===== config.mk =====
export PLATFORM = sky130hd
export DESIGN_NAME = parity_link
export DESIGN_NICKNAME = d
export VERILOG_FILES = /design/src/rtl/parity_link_pkg.sv /design/src/rtl/word_select.sv /design/src/rtl/parity_gen.sv /design/src/rtl/parity_chk.sv /design/src/rtl/seg_decode.sv /design/src/rtl/parity_link.sv
export SDC_FILE = /design/constraint.sdc
export NUM_CORES = 1
export LEC_CHECK = 0
export BUFFER_PORTS_ARGS = -buffer_cell sky130_fd_sc_hd__buf_2
export CORE_MARGIN = 2
export CORE_UTILIZATION = 42
export DETAILED_ROUTE_END_ITERATION = 10
export PLACE_DENSITY = 0.86
export SLEW_MARGIN = 30
export SYNTH_ARGS = -nofsm -noshare
export SYNTH_HDL_FRONTEND = slang
export SYNTH_SLANG_ARGS = --single-unit

===== constraint.sdc =====
create_clock -name vclk -period 3.9
set_input_delay 0.78 -clock vclk [all_inputs]
set_output_delay 0.78 -clock vclk [all_outputs]
set_load 0.05 [all_outputs]

===== src/rtl/parity_link_pkg.sv =====
package parity_link_pkg;
  localparam int WORD_W  = 4;
  localparam int MSG_W   = WORD_W + 1;
  localparam int SW_W    = 2 * WORD_W + 2;
  localparam int SEG_W   = 7;
  localparam int SEL_BIT  = 2 * WORD_W;
  localparam int MODE_BIT = 2 * WORD_W + 1;

  // Active-low glyphs, bit 0 = segment a ... bit 6 = segment g
  localparam logic [SEG_W-1:0] GLYPH_E = ~7'h79;
  localparam logic [SEG_W-1:0] GLYPH_O = ~7'h3F;

  function automatic logic word_xor(input logic [WORD_W-1:0] w);
    logic acc;
    acc = 1'b0;
    for (int i = 0; i < WORD_W; i++) acc = acc ^ w[i];
    return acc;
  endfunction

  function automatic logic msg_xor(input logic [MSG_W-1:0] m);
    logic acc;
    acc = 1'b0;
    for (int i = 0; i < MSG_W; i++) acc = acc ^ m[i];
    return acc;
  endfunction

  function automatic logic [SEG_W-1:0] hex_glyph(input logic [3:0] v);
    logic [SEG_W-1:0] lit;
    case (v)
      4'h0: lit = 7'h3F;
      4'h1: lit = 7'h06;
      4'h2: lit = 7'h5B;
      4'h3: lit = 7'h4F;
      4'h4: lit = 7'h66;
      4'h5: lit = 7'h6D;
      4'h6: lit = 7'h7D;
      4'h7: lit = 7'h07;
      4'h8: lit = 7'h7F;
      4'h9: lit = 7'h6F;
      4'hA: lit = 7'h77;
      4'hB: lit = 7'h7C;
      4'hC: lit = 7'h39;
      4'hD: lit = 7'h5E;
      4'hE: lit = 7'h79;
      default: lit = 7'h71;
    endcase
    return ~lit;
  endfunction
endpackage


===== src/rtl/word_select.sv =====
module word_select
  import parity_link_pkg::*;
(
  input  logic [WORD_W-1:0] word_lo,
  input  logic [WORD_W-1:0] word_hi,
  input  logic              pick_hi,
  output logic [WORD_W-1:0] word_out
);
  always_comb word_out = pick_hi ? word_hi : word_lo;
endmodule


===== src/rtl/parity_gen.sv =====
module parity_gen
  import parity_link_pkg::*;
(
  input  logic [WORD_W-1:0] data,
  input  logic              odd_mode,
  output logic              par_bit
);
  always_comb par_bit = word_xor(data) ^ odd_mode;
endmodule


===== src/rtl/parity_chk.sv =====
module parity_chk
  import parity_link_pkg::*;
(
  input  logic [MSG_W-1:0] msg,
  input  logic             odd_mode,
  output logic             err
);
  always_comb err = msg_xor(msg) ^ odd_mode;
endmodule


===== src/rtl/seg_decode.sv =====
module seg_decode
  import parity_link_pkg::*;
(
  input  logic [3:0]       value,
  output logic [SEG_W-1:0] seg_n
);
  always_comb seg_n = hex_glyph(value);
endmodule


===== src/rtl/parity_link.sv =====
module parity_link
  import parity_link_pkg::*;
(
  input  logic [9:0] sw,
  output logic [9:0] led,
  output logic [6:0] hex0,
  output logic [6:0] hex1,
  output logic [6:0] hex2,
  output logic [6:0] hex3
);
  localparam int DIGITS = 3;

  logic [WORD_W-1:0] sel_word;
  logic              par_bit;
  logic [MSG_W-1:0]  tx_msg;
  logic              chk_err;
  logic              odd_mode;
  logic [3:0]        digit_val [DIGITS];
  logic [SEG_W-1:0]  digit_seg [DIGITS];

  assign odd_mode = sw[MODE_BIT];
  assign led      = sw;

  word_select u_sel (
    .word_lo (sw[WORD_W-1:0]),
    .word_hi (sw[2*WORD_W-1:WORD_W]),
    .pick_hi (sw[SEL_BIT]),
    .word_out(sel_word)
  );

  parity_gen u_gen (
    .data    (sel_word),
    .odd_mode(odd_mode),
    .par_bit (par_bit)
  );

  assign tx_msg = {sel_word, par_bit};

  parity_chk u_chk_path (
    .msg     (tx_msg),
    .odd_mode(odd_mode),
    .err     (chk_err)
  );

  assign digit_val[0] = sel_word;
  assign digit_val[1] = {3'b000, par_bit};
  assign digit_val[2] = {3'b000, chk_err};

  for (genvar d = 0; d < DIGITS; d++) begin : g_digit
    seg_decode u_dec (
      .value(digit_val[d]),
      .seg_n(digit_seg[d])
    );
  end

  assign hex0 = digit_seg[0];
  assign hex1 = digit_seg[1];
  assign hex2 = digit_seg[2];
  assign hex3 = odd_mode ? GLYPH_O : GLYPH_E;
endmodule


# Word-level counts from Yosys, hierarchy flattened
# Memories as Yosys holds them, arrays and structs flattened.
# Cells that the tools add are included.
[word_totals]
ff_bits = 0
romBits = 336
input_bits = 10
out_inout_bits = 38
mem_count = 3
[mem_list]
columns = ["memory", "depth", "width", "rd", "rd_clocked_by_memory_dff", "write_ports", "line_no", "text"]
rows = [
  ["(name not given)", 16, 7, 1, 0, 0, "parity_link_pkg.sv:29", "case (v)"],
  ["(name not given)", 16, 7, 1, 0, 0, "parity_link_pkg.sv:29", ""],
  ["(name not given)", 16, 7, 1, 0, 0, "parity_link_pkg.sv:29", ""],
]
[op_classes]
n_mux = 2
n_bitwise = 12
[op_table]
columns = ["operator", "n"]
rows = [
  ["7-bit inverter", 3],
  ["1-bit XOR", 9],
  ["7-bit 2-to-1 mux", 1],
  ["4-bit 2-to-1 mux", 1],
]

# Depth between registers and ports, before layout
# An unclocked memory read counts as a cell.
[depth]
depth_word = 12
ltp_mapped = 7
mapped_depth_nobuf = 6

# Hierarchy
# From an unflattened synthesis, not the netlist that was laid out.
[unflattened]
hier_cells = 122
area_unflattened_um2 = 1027.2
[by_module_without_submodules]
columns = ["module", "instances", "cells_each", "area_per_inst_um2", "seq_area_each_um2"]
rows = [
  ["seg_decode", 3, 31, 252.7, 0.0],
  ["parity_link", 1, 18, 127.6, 0.0],
  ["parity_chk", 1, 4, 56.3, 0.0],
  ["word_select", 1, 4, 45.0, 0.0],
  ["parity_gen", 1, 3, 40.0, 0.0],
]

# Least setup slack after synthesis
# OpenSTA, ideal clock, no wires.
[synth_timing]
path_type = "in2out"
startpoint = "in sw[8]"
endpoint = "out hex0[2]"
arrival_ns = 2.905
path_slack_ns = 0.215
stages = 4
path_cell_list = "mux2i_1 > inv_1 > ha_1 > o31ai_1"
[synth_between]
elab_chain_len = 3
[synth_rtl]
columns = ["item", "line_no", "text"]
rows = [
  ["start: declaration", "parity_link.sv:4", "input logic [9:0] sw,"],
  ["4-bit 2-to-1 mux", "word_select.sv:9", "always_comb word_out = pick_hi ? word_hi : word_lo;"],
  ["memory read 16 x 7 bit", "-", ""],
  ["7-bit inverter", "parity_link_pkg.sv:47", "return ~lit;"],
  ["end: declaration", "parity_link.sv:6", "output logic [6:0] hex0,"],
]
# No other way between the ends.

# Worst setup path in the final report
[layout_timing]
startpoint = "in sw[8]"
endpoint = "out hex2[0]"
[layout_between]
elab_chain_len = 12
[layout_rtl]
columns = ["item", "line_no", "text"]
rows = [
  ["4-bit 2-to-1 mux (*)", "word_select.sv:9", ""],
  ["1-bit XOR (3 in series)", "parity_link_pkg.sv:16", "for (int i = 0; i < WORD_W; i++) acc = acc ^ w[i];"],
  ["1-bit XOR", "parity_gen.sv:8", "always_comb par_bit = word_xor(data) ^ odd_mode;"],
  ["1-bit XOR (3 in series)", "parity_link_pkg.sv:23", "for (int i = 0; i < MSG_W; i++) acc = acc ^ m[i];"],
  ["1-bit XOR (*)", "parity_link_pkg.sv:23", ""],
  ["1-bit XOR (*)", "parity_chk.sv:8", "always_comb err = msg_xor(msg) ^ odd_mode;"],
  ["memory read 16 x 7 bit (*)", "-", ""],
  ["7-bit inverter (*)", "parity_link_pkg.sv:47", ""],
  ["end: declaration", "parity_link.sv:8", "output logic [6:0] hex2,"],
]
# Every way passes the cells marked *; elsewhere a longest branch is shown, timed or not.

==> flow_summary.ini <==
[timing]
setup_tns_ns = 0
finalCriticalPeriod_ns = 3.587
max_freq_mhz = 278.8
finalMaxSlewViolations = 0
hold_viol = 0
grt_setup_unrepaired = false
relSlewSlack_pct = 43.73
tightest_slew_ns = 0.8277
fin_ws_ns = 0.3129
setup_violations = 0
fin_crit_sh_pct = 91.98

[yosys]
ys_types = 20
yosys.cell_count.top_type = buf_4
synth_commonest_cells = 31 x buf_4, 7 x ha_1, 5 x mux2i_1
synth_warnings = 0
synth.top_cell.area_share_pct = 39.32
synth_top_cells_by_area = buf_4 39%, ha_1 15%, mux2i_1 8.5%
ys_seq_area_share_pct = 0
synth.cell_area_sq_um = 591.8
synth_cells = 72
avgSynthCellArea_sq_um = 8.220
yosysTopAreaCell = buf_4

[grt]
overflow = 0
grt_pass1_wl_microns = 1566
top_usage_layer = met2
antenna_found_initial = 0
grt_max_degree = 15
grt_pass1_vias = 350
met2_usage_pct = 22.81
met3_usage_pct = 0
gr-usage-all-layers_pct = 10.64
grt_use_met1_pct = 12.01

[detailed_routing]
drcViolationCount = 0
firstDrtPassIters = 3
drtIter0Drc = 3
ant_nets = 0
wire_per_inst_microns = 9.767
route.vias.total = 472
drt-vias-per-instance = 4.583
drt_wl_total_microns = 1006

[place]
dp_cells = 103
hpwl_microns = 868.6
io_buffers = 38
gp_congestion = 0.7597
place_ws_ns = 0.2906

[setup_path]
crit_type = in2out
startpoint_type = input port
critical_path_required_ns = 3.12
worst-path-max-fanout = 7
crit_arrival_ns = 2.81
cp-end-kind = primary output

[cells_and_area]
flops_and_latches = 0
fillers = 139
areaGrowthSynthToFinish_pct = 2.326
clkbuf_count = 0
layout.nets = 107
seq_area_sq_um = 0
multiInputGateArea_sq_um = 367.9
drive_gt1_share_pct = 50.00
finalNonFillerCells = 103
diodes = 0

[pwr]
powerDensity_nw_per_um2 = 537.5
ir_worst_vdd_mv = 0.1711
p_leak_nw = 0.3675
power_uw = 325.5

[min_path]
min_path_type = in2out

[floorplan]
ios = 48
die_area_sq_um = 1725
die_h_microns = 41.54
rows = 13
start_util_pct = 45.48
fp.dieW_microns = 41.54
core_area_sq_um = 1301

[run_status]
status = complete, no violations

[clock_tree]
hold_buffers = 0
post-cts-setup-buffers = 0
cts_resized = 0

[flow_run]
cap_violations = 0
## worst max-delay path: stages
cell     delay (ns)
buf_2          0.17
mux2_2         0.42
inv_1          0.13
ha_1           0.26
ha_1           0.32
xor2_1         0.18
xnor2_1        0.23
buf_2          0.31
## placed cells by master (no fill, tap or decap), drive strengths merged
master / count
a211o: 1
and3: 1
buf: 39
conb: 10
ha: 7
inv: 5
mux2: 1
mux2i: 7
mux4: 1
nand2: 3
nand3: 1
nor3b: 1
o21ai: 1
o22ai: 3
o31ai: 1
xnor2: 4
xor2: 2
## report_power, final
part	internal (mW)	total [mW]	switching, mW
clock network	0	0	0
logic	0.0663	0.326	0.259
registers	0	0	0
## path summary, 6_finish.rpt
check / start / end / slack [ns] / depth (start not counted)
worst max-delay path: sw[8] / hex2[0] / 0.31 / 8
worst min-delay path: sw[1] / led[1] / 1.86 / 2
## final cells by class
class	count	area share, %
tap	15	3.099
multi-input combinational	44	60.74
timing repair buffer	39	32.64
inverter	5	3.512
## cell families (layout without fill, tap and decap cells)
| logic type | Yosys count | count (layout) | share of synthesized area, % |
|---|---|---|---|
| multiplexers | 9 | 9 | 20.30 |
| AND/OR/NAND/NOR | 6 | 6 | 5.074 |
| adder cells (fa/ha/maj) | 7 | 7 | 14.80 |
| XOR/XNOR | 6 | 6 | 8.879 |
| AO/OA/AOI/OAI | 6 | 6 | 6.766 |
| other | 2 | 10 | 1.269 |
| buffers and inverters | 36 | 44 | 42.92 |
## per-layer routing
metal  vias up  routed length (microns)
met1       216                      353
met5         -                        0
met3         0                       94
met2        26                      559
li1        230                        -
met4         0                        0
## per-stage QoR
step                      utilization [%]  area [sq um]  hold slack, ns
after detailed placement            46.54         605.6           1.863
after floorplan                         -         621.8           1.727
final                               46.54         605.6           1.862
after global routing                46.54         605.6           1.866
after global placement              46.54         605.6           1.862
after CTS                           46.54         605.6           1.863
No activity file was read; power rests on OpenSTA's default activity.
